--- src/rtl/ec_hif_pkg.sv ---
package ec_hif_pkg;

    typedef enum logic [1:0] {
        SQ_IDLE    = 2'd0,
        SQ_RD_ADDR = 2'd1,
        SQ_WR_ADDR = 2'd2,
        SQ_WR_DATA = 2'd3
    } seq_e;

    localparam logic [7:0] OP_READ      = 8'h80;
    localparam logic [7:0] OP_WRITE     = 8'h81;
    localparam logic [7:0] OP_BURST_ON  = 8'h82;
    localparam logic [7:0] OP_BURST_OFF = 8'h83;
    localparam logic [7:0] OP_QUERY     = 8'h84;
    localparam logic [7:0] BURST_ACK    = 8'h90;

    localparam int ST_OBF   = 0;
    localparam int ST_IBF   = 1;
    localparam int ST_CMD   = 3;
    localparam int ST_BURST = 4;

endpackage

--- src/rtl/ec_hif_inbuf.sv ---
module ec_hif_inbuf #(
    parameter int LAT_CYCLES = 4
) (
    input  logic       clk,
    input  logic       rst_n,
    input  logic       host_wr,
    input  logic       host_sel,
    input  logic [7:0] host_wdata,
    output logic       ibf,
    output logic       is_cmd,
    output logic [7:0] byte_q,
    output logic       consume
);
    localparam int CW = $clog2(LAT_CYCLES + 1);

    typedef struct packed {
        logic [CW-1:0] cnt;
        logic [7:0]    b;
        logic          cmd;
    } ib_t;

    ib_t ib_d, ib_q;

    always_comb begin
        ib_d = ib_q;
        if (ib_q.cnt != '0) begin
            ib_d.cnt = ib_q.cnt - 1'b1;
        end
        if (host_wr) begin
            ib_d.cnt = CW'(LAT_CYCLES);
            ib_d.b   = host_wdata;
            ib_d.cmd = host_sel;
        end
    end

    always_ff @(posedge clk or negedge rst_n) begin
        if (!rst_n) begin
            ib_q <= '0;
        end else begin
            ib_q <= ib_d;
        end
    end

    assign ibf     = (ib_q.cnt != '0);
    assign is_cmd  = ib_q.cmd;
    assign byte_q  = ib_q.b;
    assign consume = (ib_q.cnt == CW'(1)) && !host_wr;

    // a host write raises input-full on the following cycle
    a_r2_ibf_after_write: assert property (@(posedge clk) disable iff (!rst_n)
        host_wr |=> ibf);

    // input-full holds until the byte is consumed
    a_r3_ibf_hold: assert property (@(posedge clk) disable iff (!rst_n)
        (ibf && !consume && !host_wr) |=> ibf);

endmodule

--- src/rtl/ec_hif_outbuf.sv ---
module ec_hif_outbuf (
    input  logic       clk,
    input  logic       rst_n,
    input  logic       load,
    input  logic [7:0] load_byte,
    input  logic       host_rd,
    input  logic       host_sel,
    output logic       obf,
    output logic [7:0] data_q
);
    typedef struct packed {
        logic       full;
        logic [7:0] data;
    } ob_t;

    ob_t ob_d, ob_q;

    always_comb begin
        ob_d = ob_q;
        if (host_rd && !host_sel) begin
            ob_d.full = 1'b0;
        end
        if (load) begin
            ob_d.full = 1'b1;
            ob_d.data = load_byte;
        end
    end

    always_ff @(posedge clk or negedge rst_n) begin
        if (!rst_n) begin
            ob_q <= '0;
        end else begin
            ob_q <= ob_d;
        end
    end

    assign obf    = ob_q.full;
    assign data_q = ob_q.data;

    // a data-port read with no new load empties the buffer
    a_r4_obf_clear: assert property (@(posedge clk) disable iff (!rst_n)
        (host_rd && !host_sel && !load) |=> !obf);

    // a load always leaves the buffer full
    a_r4_obf_set: assert property (@(posedge clk) disable iff (!rst_n)
        load |=> obf);

endmodule

--- src/rtl/ec_hif_seq.sv ---
module ec_hif_seq
    import ec_hif_pkg::*;
(
    input  logic       clk,
    input  logic       rst_n,
    input  logic       consume,
    input  logic       is_cmd,
    input  logic [7:0] byte_in,
    input  logic [7:0] evt_byte,
    input  logic [7:0] reg_rdata,
    output logic       reg_rd,
    output logic       reg_wr,
    output logic [7:0] reg_addr,
    output logic [7:0] reg_wdata,
    output logic       ob_load,
    output logic [7:0] ob_byte,
    output logic       burst
);
    typedef struct packed {
        seq_e       st;
        logic [7:0] addr;
        logic       burst;
    } sq_t;

    sq_t sq_d, sq_q;

    always_comb begin
        sq_d      = sq_q;
        reg_rd    = 1'b0;
        reg_wr    = 1'b0;
        reg_addr  = sq_q.addr;
        reg_wdata = byte_in;
        ob_load   = 1'b0;
        ob_byte   = reg_rdata;
        if (consume) begin
            if (is_cmd) begin
                sq_d.st = SQ_IDLE;
                case (byte_in)
                    OP_READ:      sq_d.st = SQ_RD_ADDR;
                    OP_WRITE:     sq_d.st = SQ_WR_ADDR;
                    OP_BURST_ON: begin
                        sq_d.burst = 1'b1;
                        ob_load    = 1'b1;
                        ob_byte    = BURST_ACK;
                    end
                    OP_BURST_OFF: sq_d.burst = 1'b0;
                    OP_QUERY: begin
                        ob_load = 1'b1;
                        ob_byte = evt_byte;
                    end
                    default: ;
                endcase
            end else begin
                case (sq_q.st)
                    SQ_RD_ADDR: begin
                        reg_addr = byte_in;
                        reg_rd   = 1'b1;
                        ob_load  = 1'b1;
                        ob_byte  = reg_rdata;
                        sq_d.st  = SQ_IDLE;
                    end
                    SQ_WR_ADDR: begin
                        sq_d.addr = byte_in;
                        sq_d.st   = SQ_WR_DATA;
                    end
                    SQ_WR_DATA: begin
                        reg_wr  = 1'b1;
                        sq_d.st = SQ_IDLE;
                    end
                    default: ;
                endcase
            end
        end
    end

    always_ff @(posedge clk or negedge rst_n) begin
        if (!rst_n) begin
            sq_q <= '{st: SQ_IDLE, addr: 8'h00, burst: 1'b0};
        end else begin
            sq_q <= sq_d;
        end
    end

    assign burst = sq_q.burst;

    // never a read and a write strobe together
    a_r7_exclusive: assert property (@(posedge clk) disable iff (!rst_n)
        !(reg_rd && reg_wr));

    // a strobe only on a consumed byte
    a_r7_strobe_on_consume: assert property (@(posedge clk) disable iff (!rst_n)
        (reg_rd || reg_wr) |-> consume);

    // burst-on command sets the flag
    a_r8_burst_set: assert property (@(posedge clk) disable iff (!rst_n)
        (consume && is_cmd && byte_in == OP_BURST_ON) |=> burst);

    // stray data byte leaves the sequencer idle
    a_r11_idle_data_ignored: assert property (@(posedge clk) disable iff (!rst_n)
        (consume && !is_cmd && sq_q.st == SQ_IDLE) |=> (sq_q.st == SQ_IDLE));

    // any command byte ends the sequence it interrupts
    a_r10_cmd_restarts: assert property (@(posedge clk) disable iff (!rst_n)
        (consume && is_cmd && byte_in != OP_READ && byte_in != OP_WRITE)
        |=> (sq_q.st == SQ_IDLE));

endmodule

--- src/rtl/ec_host_if.sv ---
module ec_host_if
    import ec_hif_pkg::*;
#(
    parameter int LAT_CYCLES = 4
) (
    input  logic       clk,
    input  logic       rst_n,
    input  logic       host_sel,
    input  logic       host_wr,
    input  logic       host_rd,
    input  logic [7:0] host_wdata,
    output logic [7:0] host_rdata,
    input  logic [7:0] evt_byte,
    output logic       reg_rd,
    output logic       reg_wr,
    output logic [7:0] reg_addr,
    output logic [7:0] reg_wdata,
    input  logic [7:0] reg_rdata
);
    logic       ibf, is_cmd, consume;
    logic [7:0] in_byte;
    logic       ob_load, obf, burst;
    logic [7:0] ob_byte, out_byte;
    logic [7:0] status;

    ec_hif_inbuf #(.LAT_CYCLES(LAT_CYCLES)) u_inbuf (
        .clk        (clk),
        .rst_n      (rst_n),
        .host_wr    (host_wr),
        .host_sel   (host_sel),
        .host_wdata (host_wdata),
        .ibf        (ibf),
        .is_cmd     (is_cmd),
        .byte_q     (in_byte),
        .consume    (consume)
    );

    ec_hif_seq u_seq (
        .clk       (clk),
        .rst_n     (rst_n),
        .consume   (consume),
        .is_cmd    (is_cmd),
        .byte_in   (in_byte),
        .evt_byte  (evt_byte),
        .reg_rdata (reg_rdata),
        .reg_rd    (reg_rd),
        .reg_wr    (reg_wr),
        .reg_addr  (reg_addr),
        .reg_wdata (reg_wdata),
        .ob_load   (ob_load),
        .ob_byte   (ob_byte),
        .burst     (burst)
    );

    ec_hif_outbuf u_outbuf (
        .clk       (clk),
        .rst_n     (rst_n),
        .load      (ob_load),
        .load_byte (ob_byte),
        .host_rd   (host_rd),
        .host_sel  (host_sel),
        .obf       (obf),
        .data_q    (out_byte)
    );

    always_comb begin
        status           = 8'h00;
        status[ST_OBF]   = obf;
        status[ST_IBF]   = ibf;
        status[ST_CMD]   = is_cmd;
        status[ST_BURST] = burst;
    end

    assign host_rdata = host_sel ? status : out_byte;

    // unused status bits stay low
    a_r12_reserved_zero: assert property (@(posedge clk) disable iff (!rst_n)
        (host_sel -> (host_rdata & 8'hE4) == 8'h00));

endmodule

--- config.mk ---
export PLATFORM = sky130hd
export DESIGN_NAME = ec_host_if
export DESIGN_NICKNAME = d
export VERILOG_FILES = /design/src/rtl/ec_hif_pkg.sv /design/src/rtl/ec_hif_inbuf.sv /design/src/rtl/ec_hif_outbuf.sv /design/src/rtl/ec_hif_seq.sv /design/src/rtl/ec_host_if.sv
export SDC_FILE = /design/constraint.sdc
export NUM_CORES = 1
export LEC_CHECK = 0
export CAP_MARGIN = 30
export CORE_UTILIZATION = 48
export DETAILED_ROUTE_END_ITERATION = 6
export PLACE_DENSITY = 0.81
export SYNTH_ARGS = -nofsm -noshare
export SYNTH_HDL_FRONTEND = slang
export SYNTH_HIERARCHICAL = 1
export SYNTH_SLANG_ARGS = --single-unit
--- constraint.sdc ---
create_clock -name clk -period 7.2 [get_ports clk]
set_input_delay 2.16 -clock clk [delete_from_list [all_inputs] [get_ports clk]]
set_output_delay 2.16 -clock clk [all_outputs]
set_load 0.05 [all_outputs]
==> metrics <==
unrepaired setup endpoints after global routing=false; max-slew violations=0; ratio of cells with drive above 1 in the final layout=32.3%; post-route setup TNS=0 ns; GPL Wtd Cong=0.857; non-filler instance count after layout=267; drt total wl=4170 um; net count reported at finish=248; Lkg Pwr=1.18 nW; ys async rst share=100%; Worst-Skew Late Latency=0.28 ns; Netlist Area Pre-Place=2060 um^2; Post-synth top flop=dfrtp_1; ANT nets after route=0; post-synthesis sequential area ratio=38.9%; root buffer cell=clkbuf_8; Overflow after GRT=0; Die ar.=4560 um^2; FP Rows=23; slowest CP cell=nor3b_1; Pwr Total=0.652 mW; post-route setup slack=0.597 ns; # diodes=0; Critical Path Most Common Cell=buf_4; Pwr Density=251 nW/um^2; Ys Warns=6; drt pass-1 iters=4; Post-synth EDFFs=0; pre-CTS setup slack=0.630 ns; DP HPWL=2980 um; Rel. slew slack=53.5%; Initial Util=50.8%; critical path class=input pin to primary output; number of max-cap violations=0; I/O pins=55; clk sinks=32; # resized after CTS=0; outcome=finished, final reports clean; total global-route track usage=20.6%; # DRC=0; crit end category=primary output; DR vias=1,458; Post-CTS Setup Repair Bufs=0; crit-path cells=clkdlybuf4s50_1, nor3b_1, nor4b_2, buf_4, mux2_2, buf_4; # hold bufs at CTS=0; Die H=67.5 um; Placed Area=2490 um^2; Worst-Margin Slew=0.696 ns; clock buffer depth=2; syn avg cell area=11.6 um^2; drt wl/cell=15.6 um; slowest stage delay, CP=0.60 ns; Inst Count DP=259; cts bufs inserted=5; CP startpoint kind=input pin; Final period util=91.7%; initial antenna violation count=0; Worst Clk Skew=0.00594 ns; die width=67.5 um; Synth-to-Final Area Change=26.1%; Finished Cell Area=2600 um^2; 1st-iter DRT viols=76; final hold violations=0; worst vdd ir=0.223 mV; WP data required=5.04 ns; Worst Hold Class=flop to flop; Core ar.=4060 um^2; CTS tree=built; Final setup violation count=0; register bit total from synthesis=32; Worst EP arrival=4.44 ns; highest clock rate=151 MHz; Unique masters post-synth=39; vias in the first global route=1,432; largest net degree at the start of global routing=33; input/output buffers=54; first-pass GRT wire length=6880 um; CTS H-tree depth=2; Worst-path clk slew=0.07 ns; Vias per Instance=5.46; Post-Synthesis Cells=178; Syn Nets=210; minimum clock period=6.60 ns; worst-path maximum fanout=8
-- final timing paths --
path,cells after the start,startpoint,to,slack [ns]
max,6,host_wr,reg_addr[2],0.60
min,1,u_outbuf/obf,u_outbuf/obf,0.50
max reg2reg,7,u_inbuf/ib_q[10],u_outbuf/data_q[3],4.26
min reg2reg,1,u_outbuf/obf,u_outbuf/obf,0.50
max in group asynchronous,2,rst_n,u_seq/sq_q[6],4.62
min in group asynchronous,2,rst_n,u_outbuf/data_q[6],2.28
-- state kept, by name, indices dropped and copies added, names as in the netlist --
signal	count
u_seq/burst	1
u_seq/sq_q	10
u_outbuf/data_q	8
u_outbuf/obf	1
u_inbuf/byte_q	8
u_inbuf/is_cmd	1
u_inbuf/ib_q	3
-- cell usage after synthesis (3+ instances only) --
master     n  area share (%)
a211o_1    7             3.0
a211oi_1   3             1.1
and2_1     6             1.8
and2b_2    4             1.7
buf_2      3            0.73
buf_4     16             5.8
buf_6      4             2.2
dfrtp_1   32              39
ha_1       3             1.8
inv_1     13             2.4
mux2_2    23              13
mux2_4    13             9.5
nand4_1    3            0.91
nor2_1     5            0.91
nor3_1     3            0.73
nor4_2     6             3.6
o21ai_0    3            0.73
-- layout make-up --
type                    count  area (um^2)
clock buffers               6         72.6
fillers                   326         1460
multi-input cells         107         1030
inverters                  13         48.8
repair buffers             57          553
clock inverters             2         35.0
well taps                  50         62.6
flip-flops and latches     32          801
-- power breakdown --
group | switching (mW) | internal [mW] | total (mW)
clock network | 0.0649 | 0.103 | 0.168
registers | 0.0301 | 0.214 | 0.245
logic | 0.123 | 0.116 | 0.239
total | 0.218 | 0.434 | 0.652
-- placed cells by master (no fill, tap or decap), types with 2 or more instances in the layout --
cell type        count
nor2_1               5
mux2_1               2
mux2_4              13
nand4_1              3
and4_1               2
o21ai_0              3
nor3_1               3
and2_1               6
nor2b_1              2
nand2b_1             2
nor4_2               6
clkbuf_8             5
clkdlybuf4s50_1     45
mux2_2              23
inv_1               13
and2b_2              4
nor3b_1              2
nand2_1              2
a211oi_1             3
ha_1                 3
nor4_1               2
a211o_1              7
dfrtp_1             32
buf_4               11
-- through the flow --
step	hold slack [ns]	util [%]
6_report	0.496	64.0
5_1_grt	0.514	64.0
4_1_cts	0.500	64.0
3_5_place_dp	0.479	61.4
3_3_place_gp	0.470	61.4
2_1_floorplan	0.457	-
-- cells by family after synthesis --
group	count (synthesis)	share of synthesized area, %
adders and majority gates	3	1.82
and+or+nand+nor	49	18.0
DFF	32	38.9
AOI/OAI and AO/OA	15	5.65
muxes	39	23.6
buffers and inverters	39	11.7
xor gates and xnor gates	1	0.425
-- worst max-delay path, delay by kind of cell --
kind                   cells  cell delay, ns
and+or+nand+nor            2            1.04
muxes                      1            0.35
buffers and inverters      3            0.88
-- layer usage --
metal | GRT usage [%] | vias to the layer above | part of all wire [%]
met3 | 4.22 | 5 | 7.2
met2 | 33.5 | 55 | 47
li1 | - | 692 | -
met5 | 0 | - | 0
met4 | 7.45 | 0 | 0.74
met1 | 26.7 | 706 | 45
(Power assumes the default switching activity.)
